<file path="config.mk">
export PLATFORM = sky130hd
export DESIGN_NAME = intr_stat_ctrl
export DESIGN_NICKNAME = d
export VERILOG_FILES = /design/src/rtl/isc_pkg.sv /design/src/rtl/isc_decode.sv /design/src/rtl/isc_set_map.sv /design/src/rtl/isc_regs.sv /design/src/rtl/isc_irq_out.sv /design/src/rtl/intr_stat_ctrl.sv
export SDC_FILE = /design/constraint.sdc
export NUM_CORES = 1
export LEC_CHECK = 0
export BUFFER_PORTS_ARGS = -buffer_cell sky130_fd_sc_hd__buf_2
export CAP_MARGIN = 20
export CORE_MARGIN = 2
export CORE_UTILIZATION = 40
export CTS_CLUSTER_DIAMETER = 80
export DETAILED_ROUTE_END_ITERATION = 8
export GPL_TIMING_DRIVEN = 0
export PLACE_DENSITY_LB_ADDON = 0.3
export SYNTH_ARGS = -nofsm -noshare
export SYNTH_HDL_FRONTEND = slang
export SYNTH_SLANG_ARGS = --single-unit
</file>
<file path="constraint.sdc">
create_clock -name clk -period 2.5 [get_ports clk]
set_input_delay 0.75 -clock clk [delete_from_list [all_inputs] [get_ports clk]]
set_output_delay 0.75 -clock clk [all_outputs]
set_load 0.02 [all_outputs]
</file>
<file path="src/rtl/isc_pkg.sv">
// Package: shared constants and types for the interrupt status controller.
// Assumes a 32-bit register word and byte addressing with word-aligned offsets.
package isc_pkg;

    localparam int REG_W   = 32;
    localparam int ADDR_W  = 8;
    localparam int NUM_SRC = 6;
    localparam int GIE_BIT = 31;

    localparam logic [ADDR_W-1:0] OFS_GIE  = 8'h1C;
    localparam logic [ADDR_W-1:0] OFS_STAT = 8'h20;
    localparam logic [ADDR_W-1:0] OFS_EN   = 8'h28;

    typedef enum logic [1:0] {
        SEL_NONE = 2'd0,
        SEL_GIE  = 2'd1,
        SEL_STAT = 2'd2,
        SEL_EN   = 2'd3
    } reg_sel_e;

    // Status bit position of source index idx (neighbouring software decodes these).
    function automatic int src_pos(input int idx);
        case (idx)
            0:       return 2;   // transmit empty
            1:       return 3;   // transmit underrun
            2:       return 4;   // receive full
            3:       return 5;   // receive overrun
            4:       return 6;   // transmit half empty
            default: return 8;   // receive not empty
        endcase
    endfunction

    // Mask of the implemented status/enable bits.
    function automatic logic [REG_W-1:0] valid_mask();
        logic [REG_W-1:0] m;
        m = '0;
        for (int i = 0; i < NUM_SRC; i++) begin
            m[src_pos(i)] = 1'b1;
        end
        return m;
    endfunction

    localparam logic [REG_W-1:0] VMASK = valid_mask();

endpackage

</file>
<file path="src/rtl/isc_decode.sv">
// Module: isc_decode
// Turns a byte offset into a register select. Only exact word-aligned
// matches select a register; everything else selects nothing.
module isc_decode
    import isc_pkg::*;
(
    input  logic [ADDR_W-1:0] addr_i,
    output reg_sel_e          sel_o
);

    // Purpose: compare the offset against the three implemented registers.
    always_comb begin
        if (addr_i == OFS_GIE) begin
            sel_o = SEL_GIE;
        end else if (addr_i == OFS_STAT) begin
            sel_o = SEL_STAT;
        end else if (addr_i == OFS_EN) begin
            sel_o = SEL_EN;
        end else begin
            sel_o = SEL_NONE;
        end
    end

endmodule

</file>
<file path="src/rtl/isc_set_map.sv">
// Module: isc_set_map
// Places each source input on its status bit position. Assumes the source
// vector is ordered as the package function src_pos lists it.
module isc_set_map
    import isc_pkg::*;
#(
    parameter int N_SRC = NUM_SRC
) (
    input  logic [N_SRC-1:0] src_i,
    output logic [REG_W-1:0] set_o
);

    // Purpose: scatter source bits onto a register-wide set vector.
    always_comb begin
        set_o = '0;
        for (int i = 0; i < N_SRC; i++) begin
            set_o[src_pos(i)] = src_i[i];
        end
    end

endmodule

</file>
<file path="src/rtl/isc_regs.sv">
// Module: isc_regs
// Holds the status, per-source enable and master enable registers, and
// muxes read data. Status writes XOR in; hardware sets win over flips.
// Assumes set_i carries only implemented bit positions.
module isc_regs
    import isc_pkg::*;
(
    input  logic              clk,
    input  logic              rst_n,
    input  logic              wr_en_i,
    input  reg_sel_e          sel_i,
    input  logic [REG_W-1:0]  wdata_i,
    input  logic [REG_W-1:0]  set_i,
    output logic [REG_W-1:0]  status_o,
    output logic [REG_W-1:0]  enable_o,
    output logic              gie_o,
    output logic [REG_W-1:0]  rdata_o
);

    logic [REG_W-1:0] status_q;
    logic [REG_W-1:0] enable_q;
    logic             gie_q;
    logic [REG_W-1:0] flip;
    logic [REG_W-1:0] status_d;

    // Purpose: next status value, software flip first and hardware set on top.
    always_comb begin
        flip     = (wr_en_i && sel_i == SEL_STAT) ? (wdata_i & VMASK) : '0;
        status_d = ((status_q ^ flip) | set_i) & VMASK;
    end

    // Purpose: register update with synchronous active-low reset.
    always_ff @(posedge clk) begin
        if (!rst_n) begin
            status_q <= '0;
            enable_q <= '0;
            gie_q    <= 1'b0;
        end else begin
            status_q <= status_d;
            if (wr_en_i && sel_i == SEL_EN) begin
                enable_q <= wdata_i & VMASK;
            end
            if (wr_en_i && sel_i == SEL_GIE) begin
                gie_q <= wdata_i[GIE_BIT];
            end
        end
    end

    // Purpose: combinational read mux.
    always_comb begin
        rdata_o = '0;
        case (sel_i)
            SEL_GIE:  rdata_o[GIE_BIT] = gie_q;
            SEL_STAT: rdata_o = status_q;
            SEL_EN:   rdata_o = enable_q;
            default:  rdata_o = '0;
        endcase
    end

    assign status_o = status_q;
    assign enable_o = enable_q;
    assign gie_o    = gie_q;

    AST_SET_WINS: assert property (@(posedge clk) disable iff (!rst_n)
        (|set_i) |=> ((status_q & $past(set_i)) == $past(set_i)));

    AST_FLIP_XOR: assert property (@(posedge clk) disable iff (!rst_n)
        (wr_en_i && sel_i == SEL_STAT && set_i == '0)
        |=> (status_q == ($past(status_q) ^ ($past(wdata_i) & VMASK))));

    AST_UNUSED_ZERO: assert property (@(posedge clk) disable iff (!rst_n)
        ((status_q | enable_q) & ~VMASK) == '0);

    AST_RESET_CLEAR: assert property (@(posedge clk)
        !rst_n |=> (status_q == '0 && enable_q == '0 && !gie_q));

endmodule

</file>
<file path="src/rtl/isc_irq_out.sv">
// Module: isc_irq_out
// Registers the interrupt request from the current register contents.
// Assumes its inputs are flop outputs, so the request lags them by one cycle.
module isc_irq_out
    import isc_pkg::*;
(
    input  logic             clk,
    input  logic             rst_n,
    input  logic [REG_W-1:0] status_i,
    input  logic [REG_W-1:0] enable_i,
    input  logic             gie_i,
    output logic             irq_o
);

    logic irq_q;

    // Purpose: flop the masked, globally gated pending indication.
    always_ff @(posedge clk) begin
        if (!rst_n) begin
            irq_q <= 1'b0;
        end else begin
            irq_q <= (|(status_i & enable_i)) & gie_i;
        end
    end

    assign irq_o = irq_q;

    AST_IRQ_NEEDS_GIE: assert property (@(posedge clk) disable iff (!rst_n)
        irq_q |-> $past(gie_i));

    AST_IRQ_NEEDS_SRC: assert property (@(posedge clk) disable iff (!rst_n)
        irq_q |-> $past(|(status_i & enable_i)));

endmodule

</file>
<file path="src/rtl/intr_stat_ctrl.sv">
// Module: intr_stat_ctrl
// Top of the interrupt status controller: decode, source mapping, register
// file and registered interrupt output. Assumes one write per cycle and
// synchronous inputs.
module intr_stat_ctrl
    import isc_pkg::*;
(
    input  logic              clk,
    input  logic              rst_n,
    input  logic              reg_wr_en,
    input  logic [ADDR_W-1:0] reg_addr,
    input  logic [REG_W-1:0]  reg_wdata,
    output logic [REG_W-1:0]  reg_rdata,
    input  logic              ev_tx_empty,
    input  logic              ev_tx_underrun,
    input  logic              lv_rx_full,
    input  logic              ev_rx_overrun,
    input  logic              ev_tx_half,
    input  logic              lv_rx_not_empty,
    output logic              irq_o
);

    reg_sel_e           sel;
    logic [NUM_SRC-1:0] src_vec;
    logic [REG_W-1:0]   set_vec;
    logic [REG_W-1:0]   status;
    logic [REG_W-1:0]   enable;
    logic               gie;

    // Source order follows src_pos: index 0 is bit 2 ... index 5 is bit 8.
    assign src_vec = {lv_rx_not_empty, ev_tx_half, ev_rx_overrun,
                      lv_rx_full, ev_tx_underrun, ev_tx_empty};

    isc_decode u_decode (
        .addr_i (reg_addr),
        .sel_o  (sel)
    );

    isc_set_map #(.N_SRC(NUM_SRC)) u_set_map (
        .src_i (src_vec),
        .set_o (set_vec)
    );

    isc_regs u_regs (
        .clk      (clk),
        .rst_n    (rst_n),
        .wr_en_i  (reg_wr_en),
        .sel_i    (sel),
        .wdata_i  (reg_wdata),
        .set_i    (set_vec),
        .status_o (status),
        .enable_o (enable),
        .gie_o    (gie),
        .rdata_o  (reg_rdata)
    );

    isc_irq_out u_irq (
        .clk      (clk),
        .rst_n    (rst_n),
        .status_i (status),
        .enable_i (enable),
        .gie_i    (gie),
        .irq_o    (irq_o)
    );

    // Assertion support: history of idle edges since reset.
    logic quiet_d1;
    logic quiet_d2;

    // Purpose: track two consecutive edges without writes or source activity.
    always_ff @(posedge clk) begin
        if (!rst_n) begin
            quiet_d1 <= 1'b0;
            quiet_d2 <= 1'b0;
        end else begin
            quiet_d1 <= !reg_wr_en && (src_vec == '0);
            quiet_d2 <= quiet_d1;
        end
    end

    AST_IRQ_STABLE: assert property (@(posedge clk) disable iff (!rst_n)
        quiet_d2 |-> $stable(irq_o));

endmodule

</file>
## Yosys cells after proc, flatten, opt, wreduce, memory -nomap -nowiden

Cells that the tools add are included.
Widths: inputs -> output; s select.

| storage, ports and cells | value |
|---|---|
| memories | 0 |
| bits of input ports | 49 |
| memory bits (read-only) | 0 |
| output and inout port bits | 33 |
| bits in writable memories | 0 |
| word-level logic and storage cells | 24 |
| latch bits | 0 |
| flip-flop bits (word level) | 14 |

| cells by class | value |
|---|---|
| reduce and logical (&&, ||, !) cells | 4 |
| equality and inequality tests | 6 |
| muxes and demuxes | 6 |
| $add $sub $neg | 0 |
| $mul | 0 |
| order comparisons | 0 |
| shift operators | 0 |
| bitwise operators | 4 |
| div/mod/pow operators | 0 |

Operators by type and width:

| operator | number |
|---|---|
| $reduce_or 32->1 | 1 |
| $pmux 9 s2 | 1 |
| $eq 8x6->1 const B | 2 |
| $and 9x9->9 | 1 |
| $mux 9 | 1 |
| $or 9x9->9 | 1 |
| $xor 9x9->9 | 1 |
| $eq 8x5->1 const B | 1 |
| $mux 2 | 3 |
| $eq 2x2->1 const B | 2 |
| $logic_and 1x1->1 | 3 |
| $eq 2x1->1 const B | 1 |
| $pmux 1 s2 | 1 |
| $and 1x1->1 | 1 |

## Depth between registers and ports, before layout

Gate-level depths: netlist of run 1.

| logic depth | value |
|---|---|
| depth in word-level cells | 9 |
| mapped depth | 4 |
| depth with buffers taken out | 3 |

## Modules after synthesis

A second synthesis of run 1 with hierarchy kept.

| second synthesis, totals | value |
|---|---|
| cells, all modules | 202 |
| area total of the unflattened synthesis | 1751.7 um^2 |

By module, submodules not included:

| module | seq. area each (um^2) | instances | area each (um^2) | cells each |
|---|---|---|---|---|
| isc_regs | 260.2 | 1 | 1256.2 | 142 |
| isc_set_map | 0.0 | 1 | 244.0 | 33 |
| isc_irq_out | 20.0 | 1 | 203.9 | 21 |
| isc_decode | 0.0 | 1 | 47.5 | 6 |

## Worst setup path after synthesis of run 1

No wires, ideal clock.

| timing | value |
|---|---|
| kind | input -> output |
| start | input reg_addr[1] |
| end | output reg_rdata[31] |
| data required time | 1.750 ns |
| buffers on the path | 0 |
| data arrival time | 1.800 ns |
| cell stages on the path | 2 |
| setup slack | -0.050 ns |
| cells stage by stage | or4_4 nor3_1 |

| between the ends | value |
|---|---|
| word-level cells in the longest chain between the ends | 6 |
| elaborated cells between the ends (all ways) | 9 |
| those cells by class | 5 x eq/ne; 4 x mux |

RTL lines:

| element | RTL line | RTL |
|---|---|---|
| start, declared | intr_stat_ctrl.sv:11 | `input logic [ADDR_W-1:0] reg_addr,` |
| $eq 8x6->1 | isc_decode.sv:17 | `end else if (addr_i == OFS_EN) begin` |
| $mux 2 | isc_decode.sv:17 |  |
| $mux 2 | isc_decode.sv:15 | `end else if (addr_i == OFS_STAT) begin` |
| $mux 2 * | isc_decode.sv:13 | `if (addr_i == OFS_GIE) begin` |
| $eq 2x2->1 / $eq 2x1->1 (equally long branches) | isc_regs.sv:52 | `case (sel_i)` |
| $pmux 1 s2 * | isc_regs.sv:52 |  |
| end, declared | intr_stat_ctrl.sv:13 | `output logic [REG_W-1:0] reg_rdata,` |

Every way passes the cells marked *; elsewhere a longest branch is shown, timed or not.

## Worst setup path in the final report of run 1

| timing | value |
|---|---|
| start | input reg_addr[0] |
| end | output reg_rdata[5] |

| between the ends | value |
|---|---|
| word-level cells in the longest chain between the ends | 6 |
| elaborated cells between the ends (all ways) | 9 |
| those cells by class | 5 x eq/ne; 4 x mux |

RTL lines:

| element | RTL line |
|---|---|
| $eq 8x6->1 | isc_decode.sv:17 |
| $mux 2 | isc_decode.sv:17 |
| $mux 2 | isc_decode.sv:15 |
| $mux 2 * | isc_decode.sv:13 |
| $eq 2x2->1 | isc_regs.sv:52 |
| $pmux 9 s2 * | isc_regs.sv:52 |

Marked as above.

==> flow_metrics.py, run 1 <==
metrics = {
    "outcome": {
        "run_status": "finished, final reports clean",
    },
    "yosys": {
        "syn_area_mm2": 0.00110,
        "post_synthesis_cells": 128,
        "synth_area_per_cell_um2": 8.61,
        "ys_seq_elements": 14,
        "synth-edff-count": 0,
        "postSynth.asyncResetShare": 0,
        "netlist_top_cells_area": "dfxtp_1 25%, buf_4 18%, mux2i_1 12%",
        "yosysWarningCount": 0,
        "yosysTopAreaCellShare": 0.254,
        "yosysUniqueCellTypes": 24,
        "synth_top_cell_by_area": "dfxtp_1",
        "synth.yosys.seq_area_share": 0.254,
        "dominantRegCellSynth": "dfxtp_1",
    },
    "worst_hold_path": {
        "timing.hold.worst.class": "reg2reg",
    },
    "worst_setup_path": {
        "path_common_cell": "buf_6",
        "peak_per_stage_delay_on_the_critical_path_ns": 0.36,
        "reg2reg_slack_ns": 1.50,
        "worst_path_dominant_cell_family": "simple AND/OR/NAND/NOR gates",
        "critical_path.max_fanout": 4,
        "cp_num_cells": 6,
        "timing_startpoint_of_the_critical_path": "reg_addr[0]",
        "cpMaxStageDelayCell": "nor4_4",
        "timing.rr.start": "u_regs.status_o[6]",
        "critical_path.endpoint_type": "output pin",
        "worst-endpoint-required_ns": 1.75,
        "list_of_cells_traversed_by_the_critical_path": "buf_2, nor4_4, nand2_4, buf_6, nor2_4, buf_6",
        "path_buf_inv": 3,
        "cp_data_arrival_time_ns": 1.70,
        "critPathLaunchType": "primary input",
        "reg_to_reg_end": "u_regs.status_o[6]",
        "endpoint": "reg_rdata[5]",
        "timing_worst_setup_path_type": "in2out",
        "r2r.worst_path.cells": 3,
    },
    "sta": {
        "drv_slew": 0,
        "setup_violations": 0,
        "final-hold-violation-count": 0,
        "period_needed_ns": 2.45,
        "clock-skew-final_ns": 0.00446,
        "hold_ws_ns": 0.475,
        "highest_attainable_clock_frequency_ghz": 0.408,
        "final.setup.tns_ns": 0,
        "final.period_utilization": 0.980,
        "final_critical_path_setup_slack_ns": 0.0492,
    },
    "route": {
        "drt_pre_antenna_iters": 4,
        "avgViaCountPerCell": 4.79,
        "routed_wl_mm": 2.70,
        "drcViolationCount": 0,
        "first_iter_violations": 30,
        "post_detailed_route_wirelength_per_cell_um": 12.1,
        "vias": 1072,
        "antenna_left": 0,
    },
    "final_layout": {
        "finalInstanceArea_mm2": 0.00157,
        "filler_instances": 249,
        "diodes": 0,
        "post_route_cells_drive_above_1_share": 0.435,
        "mostFrequentLayoutCell": "buf_4",
        "post_layout_net_count": 244,
        "area_delta_synth_final_pct": 42.6,
        "layout.cells.most_common_list": "33 x buf_4, 25 x conb_1, 23 x buf_2",
    },
    "placement": {
        "detailedPlacementHpwl_mm": 1.91,
        "routabilityCongestion": 0.773,
        "numPortBuffers": 30,
        "placed_area_mm2": 0.00139,
        "post-place-ws_ns": -0.318,
    },
    "cts": {
        "cts_buffers": 3,
        "ctsLongestPathBuffers": 2,
        "cts_tree": "done",
        "postCtsHoldBufs": 0,
        "clock_latency_ns": 0.28,
        "clkTransAtPathRegs_ns": 0.09,
        "cts_htree_levels": 1,
        "clock_sink_count": 14,
        "buffer_cell_driving_the_clock_tree_root": "clkbuf_4",
    },
    "global_routing": {
        "track_usage": 0.174,
        "grt_start_max_net_pins": 11,
        "global_route.overflow_total": 0,
        "first_pass_grt_wire_length_mm": 4.40,
        "vias_in_the_first_global_route": 969,
        "antenna_violations_before_repair": 0,
    },
    "die": {
        "dieArea_mm2": 0.00319,
        "rows": 19,
        "die_h_um": 56.5,
        "ios": 82,
        "initial_core_util": 0.410,
        "core-area_mm2": 0.00269,
        "die_width_um": 56.5,
    },
    "flow_run": {
        "max_cap_violations": 0,
    },
    "power": {
        "pwr_density_cell_mw_per_mm2": 329,
        "max-vdd-ir-drop_mv": 0.161,
        "power.leakage_nw": 0.759,
        "finalPower_w": 0.000517,
    },
}
## sequential cells by signal, indices dropped and copies added (netlist names)
name / count
u_regs.enable_o: 6
u_regs.status_o: 6
u_irq.irq_o: 1
u_regs.gie_o: 1
## synth_stat cells, types with 2 or more instances
cell	instances
buf_4	26
mux2i_1	13
nand2_1	16
nor2b_1	6
and4_1	7
o31ai_1	6
a211oi_2	4
and3b_1	6
a211oi_1	2
a22oi_1	3
dfxtp_1	14
nor2_1	12
clkbuf_1	2
## logic make-up (layout without fill, tap and decap cells)
logic type,after synthesis,after routing,synth area share
other cells,1,25,0.00340
compound gates,16,16,0.126
mux,13,13,0.118
simple gates,54,54,0.300
buf+inv,30,71,0.199
flops,14,14,0.254
## through the flow
stage | cells | utilization
2_1_floorplan | 152 | -
3_3_place_gp | 213 | 0.516
3_5_place_dp | 213 | 0.516
4_1_cts | 219 | 0.539
5_1_grt | 224 | 0.585
6_report | 224 | 0.585
## final cells by class
type | instances | area, um^2 | area share
Tap cell | 31 | 38.8 | 0.0247
Buffer | 29 | 214 | 0.136
Multi-Input combinational cell | 108 | 747 | 0.475
Sequential cell | 14 | 280 | 0.178
Clock buffer | 3 | 22.5 | 0.0143
Timing Repair Buffer | 39 | 269 | 0.171
## power by group
| group | switching [W] | internal, W | total (W) |
|---|---|---|---|
| logic | 0.0000827 | 0.0000658 | 0.000149 |
| registers | 0.00000870 | 0.000230 | 0.000239 |
| clock network | 0.0000740 | 0.0000558 | 0.000130 |
## repair_timing
item	in CTS	in global routing
buffers inserted	4	5
gates resized for setup	3	27
endpoints found under the hold margin	0	0
endpoints found under the setup margin	7	6
pin swaps	4	7
## how the worst min path moves through the flow
stage	start	endpoint	slack, ns	cells past startpoint
global route	u_regs.gie_o	u_irq.irq_o	0.50	2
global placement	u_regs.enable_o[5]	u_regs.enable_o[5]	0.46	2
floorplan	u_regs.gie_o	u_irq.irq_o	0.43	2
CTS	u_regs.gie_o	u_irq.irq_o	0.47	2
finish	u_regs.enable_o[3]	u_regs.enable_o[3]	0.48	2
detailed placement	u_regs.gie_o	u_irq.irq_o	0.46	2
## worst min-delay path: stages, from the launching register on
cell and delay (ns):
dfxtp_1 0.33, nand2_1 0.05, mux2i_1 0.05
## layer usage
metal / vias to the layer above / routed length (um) / part of all wire / track usage
li1: 539 / - / - / -
met1: 478 / 1120 / 0.42 / 0.228
met5: - / 0 / 0 / 0
met2: 47 / 1330 / 0.49 / 0.282
met4: 0 / 59 / 0.022 / 0.0646
met3: 8 / 185 / 0.069 / 0.0300
No activity file was read; power rests on OpenSTA's default activity.
==> run 2: changes to the inputs <==
PLACE_DENSITY = 0.92   (was default)
PLACE_DENSITY_LB_ADDON = default   (was 0.3)
==> flow_metrics.py, run 2 (same netlist as run 1, synthesis figures left out) <==
metrics = {
    "outcome": {
        "run_status": "finished, final reports clean",
    },
    "final_layout": {
        "post_layout_net_count": 243,
        "final_cells": 224,
        "mostFrequentLayoutCell": "buf_4",
        "diodes": 0,
        "post_route_cells_drive_above_1_share": 0.409,
        "finalInstanceArea_mm2": 0.00149,
        "area_delta_synth_final_pct": 35.4,
        "finish.utilization": 0.556,
        "layout.cells.most_common_list": "35 x buf_4, 28 x buf_2, 25 x conb_1",
    },
    "route": {
        "drt_pre_antenna_iters": 4,
        "avgViaCountPerCell": 4.76,
        "vias": 1066,
        "drcViolationCount": 0,
        "post_detailed_route_wirelength_per_cell_um": 11.9,
        "antenna_left": 0,
        "first_iter_violations": 28,
        "routed_wl_mm": 2.66,
    },
    "cts": {
        "clock_latency_ns": 0.29,
        "clock_sink_count": 14,
        "cts_tree": "done",
        "ctsLongestPathBuffers": 2,
        "cts_htree_levels": 1,
        "clkTransAtPathRegs_ns": 0.09,
        "cts_buffers": 3,
        "buffer_cell_driving_the_clock_tree_root": "clkbuf_4",
    },
    "power": {
        "max-vdd-ir-drop_mv": 0.351,
        "power.leakage_nw": 0.749,
        "pwr_density_cell_mw_per_mm2": 371,
    },
    "worst_hold_path": {
        "timing.hold.worst.class": "reg2reg",
    },
    "global_routing": {
        "vias_in_the_first_global_route": 922,
        "global_route.overflow_total": 0,
        "antenna_violations_before_repair": 0,
        "gr-usage-met1": 0.184,
        "grt-busiest-layer": "met2",
        "globalRouteMet2Util": 0.284,
        "grt_met3_use": 0.0507,
        "first_pass_grt_wire_length_mm": 3.98,
        "track_usage": 0.158,
        "grt_start_max_net_pins": 13,
    },
    "placement": {
        "numPlacedInstances": 213,
        "post-place-ws_ns": -0.294,
        "numPortBuffers": 30,
        "routabilityCongestion": 0.788,
        "detailedPlacementHpwl_mm": 1.94,
        "placed_area_mm2": 0.00139,
    },
    "worst_setup_path": {
        "reg_to_reg_end": "u_regs.status_o[2]",
        "timing_startpoint_of_the_critical_path": "reg_addr[1]",
        "timing.rr.start": "u_regs.status_o[2]",
        "timing_worst_setup_path_type": "in2out",
        "endpoint": "reg_rdata[5]",
        "r2r.worst_path.cells": 3,
        "critical_path.max_fanout": 6,
        "critPathLaunchType": "primary input",
        "cp_data_arrival_time_ns": 1.71,
        "critical_path.endpoint_type": "output pin",
        "worst-endpoint-required_ns": 1.75,
        "reg2reg_slack_ns": 1.53,
    },
    "sta": {
        "grt_setup_unrepaired": "false",
        "clock-skew-final_ns": 0.00210,
        "final-hold-violation-count": 0,
        "highest_attainable_clock_frequency_ghz": 0.407,
        "setup_violations": 0,
        "drv_slew": 0,
        "final_critical_path_setup_slack_ns": 0.0439,
        "final.period_utilization": 0.982,
        "period_needed_ns": 2.46,
        "hold_ws_ns": 0.482,
    },
    "die": {
        "core-area_mm2": 0.00269,
        "die_width_um": 56.5,
        "initial_core_util": 0.410,
        "rows": 19,
        "die_h_um": 56.5,
        "ios": 82,
        "dieArea_mm2": 0.00319,
    },
    "flow_run": {
        "max_cap_violations": 0,
    },
}
run 2: cell count changes in the layout (fill, tap and decap cells not counted), sizes merged:
cell and change:
buf -2, clkbuf +1, nand2 +1
run 2: layer usage:
metal	wire [um]	vias to the layer above
met5	0	-
met4	12	0
met3	221	4
met2	1310	45
met1	1110	483
li1	-	534
run 2: per-stage QoR:
step / power, W / TNS [ns]
final: 0.000555 / 0
after global routing: 0.000580 / 0
after CTS: 0.000551 / 0
after detailed placement: 0.000381 / -1.72
after global placement: 0.000378 / -1.52
after floorplan: 0.000345 / 0
run 2: layout make-up:
type,instances,area (um^2)
well taps,31,38.8
fillers,257,1190
clock buffers,4,36.3
repair buffers,37,208
flip-flops and latches,14,280
plain buffers,29,214
multi-input cells,109,716
run 2: timing repair:
item                                    CTS  global route
pin swaps                                 3             2
cloned                                    0             1
hold buffers                              0             0
resized for setup                         3             1
endpoints found under the setup margin    7             6
setup buffers                             2             5
run 2: critical path, cell delays in order:
cell     delay [ns]
buf_2          0.12
nor4_4         0.40
nand2_4        0.12
nor2_1         0.13
buf_2          0.17
run 2: worst min path at each step:
stage                                  start                  to  slack, ns  depth (start not counted)
final                     u_regs.enable_o[3]  u_regs.enable_o[3]       0.48                          2
after global routing      u_regs.enable_o[6]  u_regs.enable_o[6]       0.50                          2
after CTS                 u_regs.enable_o[3]  u_regs.enable_o[3]       0.48                          2
after detailed placement  u_regs.enable_o[2]  u_regs.enable_o[2]       0.47                          2
after global placement    u_regs.enable_o[8]  u_regs.enable_o[8]       0.46                          2
after floorplan                 u_regs.gie_o         u_irq.irq_o       0.43                          2
run 2: power by group:
part           internal [W]  leakage [nW]  switching, W
Clock             0.0000888        0.0210     0.0000823
Combinational     0.0000646         0.614     0.0000798
Sequential         0.000230         0.114    0.00000893
Total              0.000384         0.749      0.000171
